`config.mk`:
```
export PLATFORM = sky130hd
export DESIGN_NAME = cmul3
export DESIGN_NICKNAME = d
export VERILOG_FILES = /design/src/rtl/cmul3_pkg.sv /design/src/rtl/cmul3_preadd.sv /design/src/rtl/cmul3_mul.sv /design/src/rtl/cmul3_post.sv /design/src/rtl/cmul3.sv
export SDC_FILE = /design/constraint.sdc
export NUM_CORES = 2
export LEC_CHECK = 0
export BUFFER_PORTS_ARGS = -buffer_cell sky130_fd_sc_hd__buf_2
export CAP_MARGIN = 10
export CORE_ASPECT_RATIO = 1.2
export CORE_MARGIN = 10
export CORE_UTILIZATION = 50
export CTS_CLUSTER_DIAMETER = 150
export CTS_CLUSTER_SIZE = 14
export DETAILED_ROUTE_END_ITERATION = 8
export PLACE_DENSITY = 0.72
export REMOVE_ABC_BUFFERS = 1
export SLEW_MARGIN = 20
export SYNTH_ARGS = -nofsm -noshare
export SYNTH_HDL_FRONTEND = slang
export SYNTH_SLANG_ARGS = --single-unit
```
`constraint.sdc`:
```
create_clock -name clk -period 15.2 [get_ports clk]
set_clock_uncertainty 0.2 [all_clocks]
set_input_delay 0.76 -clock clk [delete_from_list [all_inputs] [get_ports clk]]
set_output_delay 0.76 -clock clk [all_outputs]
set_load 0.02 [all_outputs]
```
`src/rtl/cmul3_pkg.sv`:
```
package cmul3_pkg;

  // register stages between operand capture and result
  localparam int unsigned CMUL3_LAT = 3;

  // full-precision output width for the given operand widths
  function automatic int prod_width(input int dw, input int cw);
    return dw + cw + 2;
  endfunction

endpackage

```
`src/rtl/cmul3_preadd.sv`:
```
module cmul3_preadd #(
  parameter int DW = 16,
  parameter int CW = 16
) (
  input  logic                 clk,
  input  logic                 rst,
  input  logic                 v_in,
  input  logic signed [DW-1:0] dr,
  input  logic signed [DW-1:0] di,
  input  logic signed [CW-1:0] cr,
  input  logic signed [CW-1:0] ci,
  output logic                 v_q,
  output logic signed [DW:0]   dsum_q,
  output logic signed [CW:0]   cdif_q,
  output logic signed [DW-1:0] dr_q,
  output logic signed [DW-1:0] di_q,
  output logic signed [CW-1:0] cr_q,
  output logic signed [CW-1:0] ci_q
);

  function automatic logic signed [DW:0] grow_add(input logic signed [DW-1:0] a,
                                                  input logic signed [DW-1:0] b);
    return {a[DW-1], a} + {b[DW-1], b};
  endfunction

  function automatic logic signed [CW:0] grow_sub(input logic signed [CW-1:0] a,
                                                  input logic signed [CW-1:0] b);
    return {a[CW-1], a} - {b[CW-1], b};
  endfunction

  logic armed_q;

  always_ff @(posedge clk) begin
    if (rst) begin
      v_q     <= 1'b0;
      armed_q <= 1'b0;
      dsum_q  <= '0;
      cdif_q  <= '0;
      dr_q    <= '0;
      di_q    <= '0;
      cr_q    <= '0;
      ci_q    <= '0;
    end else begin
      v_q     <= v_in;
      armed_q <= 1'b1;
      if (v_in) begin
        dsum_q <= grow_add(dr, di);
        cdif_q <= grow_sub(cr, ci);
        dr_q   <= dr;
        di_q   <= di;
        cr_q   <= cr;
        ci_q   <= ci;
      end
    end
  end

  // the widened pre-sum recovers its addend, so no wrap occurred
  assert_presum_exact_R3: assert property (@(posedge clk) disable iff (rst)
    armed_q && $past(v_in) |-> (dsum_q - dr_q) == di_q);

  // the widened pre-difference recovers its subtrahend
  assert_predif_exact_R3: assert property (@(posedge clk) disable iff (rst)
    armed_q && $past(v_in) |-> (cr_q - cdif_q) == ci_q);

endmodule

```
`src/rtl/cmul3_mul.sv`:
```
module cmul3_mul #(
  parameter int AW = 17,
  parameter int BW = 17
) (
  input  logic                    clk,
  input  logic                    rst,
  input  logic                    en,
  input  logic signed [AW-1:0]    a,
  input  logic signed [BW-1:0]    b,
  output logic signed [AW+BW-1:0] p_q
);

  localparam int PW = AW + BW;

  function automatic logic signed [PW-1:0] full_mul(input logic signed [AW-1:0] x,
                                                   input logic signed [BW-1:0] y);
    logic signed [PW-1:0] xw;
    logic signed [PW-1:0] yw;
    xw = {{BW{x[AW-1]}}, x};
    yw = {{AW{y[BW-1]}}, y};
    return xw * yw;
  endfunction

  logic armed_q;

  always_ff @(posedge clk) begin
    if (rst) begin
      p_q     <= '0;
      armed_q <= 1'b0;
    end else begin
      armed_q <= 1'b1;
      if (en) p_q <= full_mul(a, b);
    end
  end

  // a nonzero product carries the sign of its operands, so it did not overflow
  assert_no_overflow_R4: assert property (@(posedge clk) disable iff (rst)
    armed_q && $past(en) && ($past(a) != '0) && ($past(b) != '0)
    |-> p_q[PW-1] == ($past(a[AW-1]) ^ $past(b[BW-1])));

endmodule

```
`src/rtl/cmul3_post.sv`:
```
module cmul3_post #(
  parameter int DW = 16,
  parameter int CW = 16
) (
  input  logic                       clk,
  input  logic                       rst,
  input  logic                       v_in,
  input  logic signed [DW+CW+1:0]    p_main,
  input  logic signed [DW+CW-1:0]    p_rc,
  input  logic signed [DW+CW-1:0]    p_ir,
  output logic                       v_q,
  output logic signed [DW+CW+1:0]    re_q,
  output logic signed [DW+CW+1:0]    im_q
);

  localparam int OW = DW + CW + 2;
  localparam int XW = DW + CW;

  function automatic logic signed [OW-1:0] widen(input logic signed [XW-1:0] x);
    return {{(OW-XW){x[XW-1]}}, x};
  endfunction

  logic signed [OW-1:0] rc_w;
  logic signed [OW-1:0] ir_w;
  logic signed [OW-1:0] corr;
  logic signed [OW-1:0] re_d;
  logic signed [OW-1:0] im_d;

  always_comb begin
    rc_w = widen(p_rc);
    ir_w = widen(p_ir);
    corr = rc_w - ir_w;
    re_d = p_main + corr;
    im_d = rc_w + ir_w;
  end

  always_ff @(posedge clk) begin
    if (rst) begin
      v_q  <= 1'b0;
      re_q <= '0;
      im_q <= '0;
    end else begin
      v_q <= v_in;
      if (v_in) begin
        re_q <= re_d;
        im_q <= im_d;
      end
    end
  end

endmodule

```
`src/rtl/cmul3.sv`:
```
module cmul3 #(
  parameter int DW = 16,
  parameter int CW = 16
) (
  input  logic                    clk,
  input  logic                    rst,
  input  logic                    in_valid,
  input  logic signed [DW-1:0]    d_re,
  input  logic signed [DW-1:0]    d_im,
  input  logic signed [CW-1:0]    c_re,
  input  logic signed [CW-1:0]    c_im,
  output logic                    out_valid,
  output logic signed [DW+CW+1:0] r_re,
  output logic signed [DW+CW+1:0] r_im
);

  import cmul3_pkg::*;

  localparam int OW   = prod_width(DW, CW);
  localparam int AGEW = $clog2(CMUL3_LAT + 1);
  localparam logic [AGEW-1:0] AGE_MAX = AGEW'(CMUL3_LAT);

  // stage 1 outputs
  logic                 s1_v;
  logic signed [DW:0]   s1_dsum;
  logic signed [CW:0]   s1_cdif;
  logic signed [DW-1:0] s1_dr;
  logic signed [DW-1:0] s1_di;
  logic signed [CW-1:0] s1_cr;
  logic signed [CW-1:0] s1_ci;

  // stage 2 outputs
  logic                    s2_v;
  logic signed [OW-1:0]    s2_main;
  logic signed [DW+CW-1:0] s2_rc;
  logic signed [DW+CW-1:0] s2_ir;

  cmul3_preadd #(.DW(DW), .CW(CW)) u_pre (
    .clk(clk), .rst(rst), .v_in(in_valid),
    .dr(d_re), .di(d_im), .cr(c_re), .ci(c_im),
    .v_q(s1_v), .dsum_q(s1_dsum), .cdif_q(s1_cdif),
    .dr_q(s1_dr), .di_q(s1_di), .cr_q(s1_cr), .ci_q(s1_ci)
  );

  // three real multipliers: one wide, two cross products
  cmul3_mul #(.AW(DW+1), .BW(CW+1)) u_mul_main (
    .clk(clk), .rst(rst), .en(s1_v), .a(s1_dsum), .b(s1_cdif), .p_q(s2_main)
  );

  cmul3_mul #(.AW(DW), .BW(CW)) u_mul_rc (
    .clk(clk), .rst(rst), .en(s1_v), .a(s1_dr), .b(s1_ci), .p_q(s2_rc)
  );

  cmul3_mul #(.AW(DW), .BW(CW)) u_mul_ir (
    .clk(clk), .rst(rst), .en(s1_v), .a(s1_di), .b(s1_cr), .p_q(s2_ir)
  );

  always_ff @(posedge clk) begin
    if (rst) s2_v <= 1'b0;
    else     s2_v <= s1_v;
  end

  cmul3_post #(.DW(DW), .CW(CW)) u_post (
    .clk(clk), .rst(rst), .v_in(s2_v),
    .p_main(s2_main), .p_rc(s2_rc), .p_ir(s2_ir),
    .v_q(out_valid), .re_q(r_re), .im_q(r_im)
  );

  // ---------------- checking aids ----------------
  // edges since reset release, saturating at the latency
  logic [AGEW-1:0] age_q;

  always_ff @(posedge clk) begin
    if (rst)                 age_q <= '0;
    else if (age_q != AGE_MAX) age_q <= age_q + 1'b1;
  end

  // direct four-product reference, the form the datapath avoids
  function automatic logic signed [OW-1:0] direct_re(input logic signed [DW-1:0] dr,
                                                     input logic signed [DW-1:0] di,
                                                     input logic signed [CW-1:0] cr,
                                                     input logic signed [CW-1:0] ci);
    logic signed [OW-1:0] a, b, c, d;
    a = {{(OW-DW){dr[DW-1]}}, dr};
    b = {{(OW-DW){di[DW-1]}}, di};
    c = {{(OW-CW){cr[CW-1]}}, cr};
    d = {{(OW-CW){ci[CW-1]}}, ci};
    return a * c - b * d;
  endfunction

  function automatic logic signed [OW-1:0] direct_im(input logic signed [DW-1:0] dr,
                                                     input logic signed [DW-1:0] di,
                                                     input logic signed [CW-1:0] cr,
                                                     input logic signed [CW-1:0] ci);
    logic signed [OW-1:0] a, b, c, d;
    a = {{(OW-DW){dr[DW-1]}}, dr};
    b = {{(OW-DW){di[DW-1]}}, di};
    c = {{(OW-CW){cr[CW-1]}}, cr};
    d = {{(OW-CW){ci[CW-1]}}, ci};
    return a * d + b * c;
  endfunction

  // real part equals the four-product form of the operands three cycles back
  assert_real_part_R2: assert property (@(posedge clk) disable iff (rst)
    out_valid && (age_q == AGE_MAX)
    |-> r_re == direct_re($past(d_re, 3), $past(d_im, 3), $past(c_re, 3), $past(c_im, 3)));

  // imaginary part equals the sum of cross products three cycles back
  assert_imag_part_R1: assert property (@(posedge clk) disable iff (rst)
    out_valid && (age_q == AGE_MAX)
    |-> r_im == direct_im($past(d_re, 3), $past(d_im, 3), $past(c_re, 3), $past(c_im, 3)));

  // the output strobe repeats the input strobe after the fixed latency
  assert_fixed_latency_R5: assert property (@(posedge clk) disable iff (rst)
    (age_q == AGE_MAX) |-> out_valid == $past(in_valid, 3));

  // with no result retiring, the output words do not move
  assert_hold_idle_R7: assert property (@(posedge clk) disable iff (rst)
    (age_q >= AGEW'(2)) && !out_valid |-> $stable(r_re) && $stable(r_im));

  // during reset the result strobe stays low
  assert_reset_quiet_R8: assert property (@(posedge clk)
    $past(rst) |-> !out_valid);

endmodule

```
==> metrics.cfg <==
[routing]
routedWlPerCell_um=19.8
drt_iter0_markers=2434
ant_nets=0
drc=0
wl_um=124000
viasPerCell=5.51
drt_first_pass_iters=6
vias=34500

[clocking]
h-tree-depth=1
cts_root_buf=clkbuf_16
cts_tree=done
worstSkewPairLatency_ns=0.60
clk_pin_slew_ns=0.08
cts.sinks=266
post_cts_buffers=0
numCtsBuffers=22
cts_resized=0
cts_hold_buf=0
cts_max_path_buffers=3

[sta]
relSlewSlack_pct=31.7
finalHoldViolCount=0
tns_ns=0
tightest_slew_ns=1.02
fin_hold_ws_ns=0.216
slew_violations=0
setup_viol=0
period_share_pct=48.3
finalWorstSetupSlack_ns=7.86
min_period_ns=7.34
max_freq_mhz=136
rsz0062_at_grt=no

[synth]
yosysWarningCount=0
synthCells=5128
synthArstFlopShare_pct=0
netlist_area_mm2=0.0456
synth_top_flop_cell=dfxtp_1
synth-edff-count=0
yosys.cell_types.count=95
ys_seq_area_share_pct=11.7
ys_ff_latch=266
syn_area_per_cell_um2=8.90

[power_and_ir_drop]
ir_worst_vdd_mv=0.0689
p_leak_nw=24.3
p_per_area_mw_per_mm2=83.7

[global_routing]
grt_pass1_vias=36500
grt_overflow=0
grt_usage_pct=24.4
antenna_found_initial=3
grt_max_degree=135
grt_pass1_wl_um=200000

[die]
std_cell_rows=121
initial_core_util_pct=50.3
io_pins=136
dieArea_mm2=0.104
core-area_mm2=0.0907
die_h_um=351
fp.dieW_um=296

[setup_path]
crit_slowest_cell=fa_1
crit_chain=nand2_1, inv_1, fa_1, fa_1, inv_1, fa_1, inv_1, fa_1, fa_1, inv_1, fa_1, inv_1, ha_1, nand2_1, nor2_1, nand3_1, or3_1, a21oi_1, a31oi_1, xnor2_1, mux2i_1, nor2_1
reg2reg_depth=22
path_class=flip-flop to flip-flop
required_ns=15.52
r2r_start=u_pre.cr_q[1]
path_max_fanout=17
rr_endpoint=u_mul_ir.p_q[28]
worstPathArrival_ns=7.66
crit_path_start_kind=flip-flop
slowest_delay_ns=0.88
cpMostUsedCell=fa_1
r2r_setup_slack_ns=7.86
worstSetupEndpointType=flip-flop

[placement]
portBuffers=135
place_congestion=0.930
place_ws_ns=7.89
dp_hpwl_um=102000

[run]
maxCapViolCount=0

[final_layout]
nets=6363
syn_to_final_growth_pct=4.52
layout_common_cells=inv_1 (1011), fa_1 (825), nand2_1 (472)
layout_commonest_cell=inv_1
drive_gt1_share_pct=4.30

[min_path]
holdPathEnd=u_pre.di_q[2]
worstHoldPathType=input pin to flip-flop
min_path_cells=3
min_from=d_im[2]

[run_status]
status=finished clean

==> synthesized netlist by cell type (6+ instances only) <==
library cell     n  share of area, %
buf_1           28              0.23
nor2b_1         14              0.19
mux2i_1        147               3.2
nand3_1         51              0.56
o211ai_1        14              0.23
nand4_1         11              0.15
xnor2_1        142               2.7
nand2_1        472               3.9
a2111oi_0        7              0.13
ha_1           378                10
and3_1          14              0.19
nand2b_1        30              0.41
nor2_1         374               3.1
buf_2           10              0.11
o31ai_1         10              0.16
a31oi_1         23              0.32
a31o_2           7              0.13
o21bai_1        36              0.59
o21a_1          19              0.31
dfxtp_1        266                12
o21ai_0        105               1.2
nor3_1          56              0.61
or3_1           23              0.32
a211oi_1        53              0.87
a21oi_1        165               1.8
a21o_1          65               1.1
fa_1           825                36
inv_1         1011               8.3
nor4_1           6             0.082
xor2_1          48              0.92
a311oi_1         7              0.13
and2_1         396               5.4
clkbuf_1       166               1.4
o2111ai_1       10              0.19
or2_2            7             0.096
a21boi_0         8              0.13
==> report_power, final <==
part           switching [mW]  leakage [nW]  internal, mW
Sequential              0.174          2.18         0.777
Clock                   0.298         0.285         0.261
Combinational            1.49          21.8         0.995
Total                    1.96          24.3          2.03
==> kinds of logic after synthesis <==
family          after synthesis  synth area share (%)
simple gates               1491                  15.7
compound gates              607                  9.02
xor+xnor                    190                  3.65
mux                         147                  3.22
flops                       266                  11.7
buf+inv                    1224                  10.1
fa+ha+maj                  1203                  46.5
==> worst max-delay path: cells and delay by family (launching register included) <==
family	cells	cell delay [ns]
simple gates	6	1.13
fa+ha+maj	7	3.75
flops	1	0.78
compound gates	2	0.45
xor+xnor	1	0.30
buf+inv	5	0.48
mux	1	0.13
==> cell type report <==
type                            instances  area (um^2)
Clock inverter                          1         30.0
Multi-Input combinational cell       3638        35700
Fill cell                            8354        43000
Inverter                             1015         3810
Antenna cell                            3         7.51
Timing Repair Buffer                  150          813
Sequential cell                       266         5330
Clock buffer                           24          558
Tap cell                             1168         1460
==> worst max path at each step <==
| stage | start | slack, ns | depth (start not counted) | to |
|---|---|---|---|---|
| 2_1_floorplan | u_pre.cdif_q[2] | 8.86 | 21 | u_mul_main.p_q[33] |
| 3_3_place_gp | u_pre.cr_q[1] | 7.91 | 22 | u_mul_ir.p_q[30] |
| 3_5_place_dp | u_pre.cr_q[1] | 7.89 | 22 | u_mul_ir.p_q[28] |
| 4_1_cts | u_pre.cr_q[1] | 7.86 | 22 | u_mul_ir.p_q[28] |
| 5_1_grt | u_pre.cr_q[1] | 7.51 | 22 | u_mul_ir.p_q[28] |
| 6_report | u_pre.cr_q[1] | 7.86 | 22 | u_mul_ir.p_q[28] |
==> registers in the layout, summed over array words and instances (netlist names) <==
register / count
u_mul_main.p_q: 34
u_post.re_q: 34
u_post.im_q: 33
u_mul_ir.p_q: 32
u_mul_rc.p_q: 32
u_pre.cdif_q: 17
u_pre.dsum_q: 17
u_pre.ci_q: 16
u_pre.cr_q: 16
u_pre.di_q: 16
u_pre.dr_q: 16
s2_v: 1
u_post.v_q: 1
u_pre.v_q: 1
==> stage by stage <==
stage / std cells / area (um^2) / util [%] / total power, mW
floorplan: 4919 / 44800 / - / 2.70
global placement: 6237 / 47100 / 51.9 / 3.38
detailed placement: 6237 / 47100 / 51.9 / 3.44
CTS: 6262 / 47700 / 52.6 / 4.01
global route: 6263 / 47700 / 52.6 / 4.34
finish: 6265 / 47700 / 52.6 / 3.99
==> layer usage <==
layer | track usage [%] | wire (um) | vias up
met5 | 0 | 0 | -
met4 | 11.0 | 6150 | 0
met3 | 2.90 | 6850 | 252
met2 | 42.7 | 61300 | 951
met1 | 29.9 | 49700 | 17500
li1 | - | - | 15800
Power figures use the tool's default switching activity.
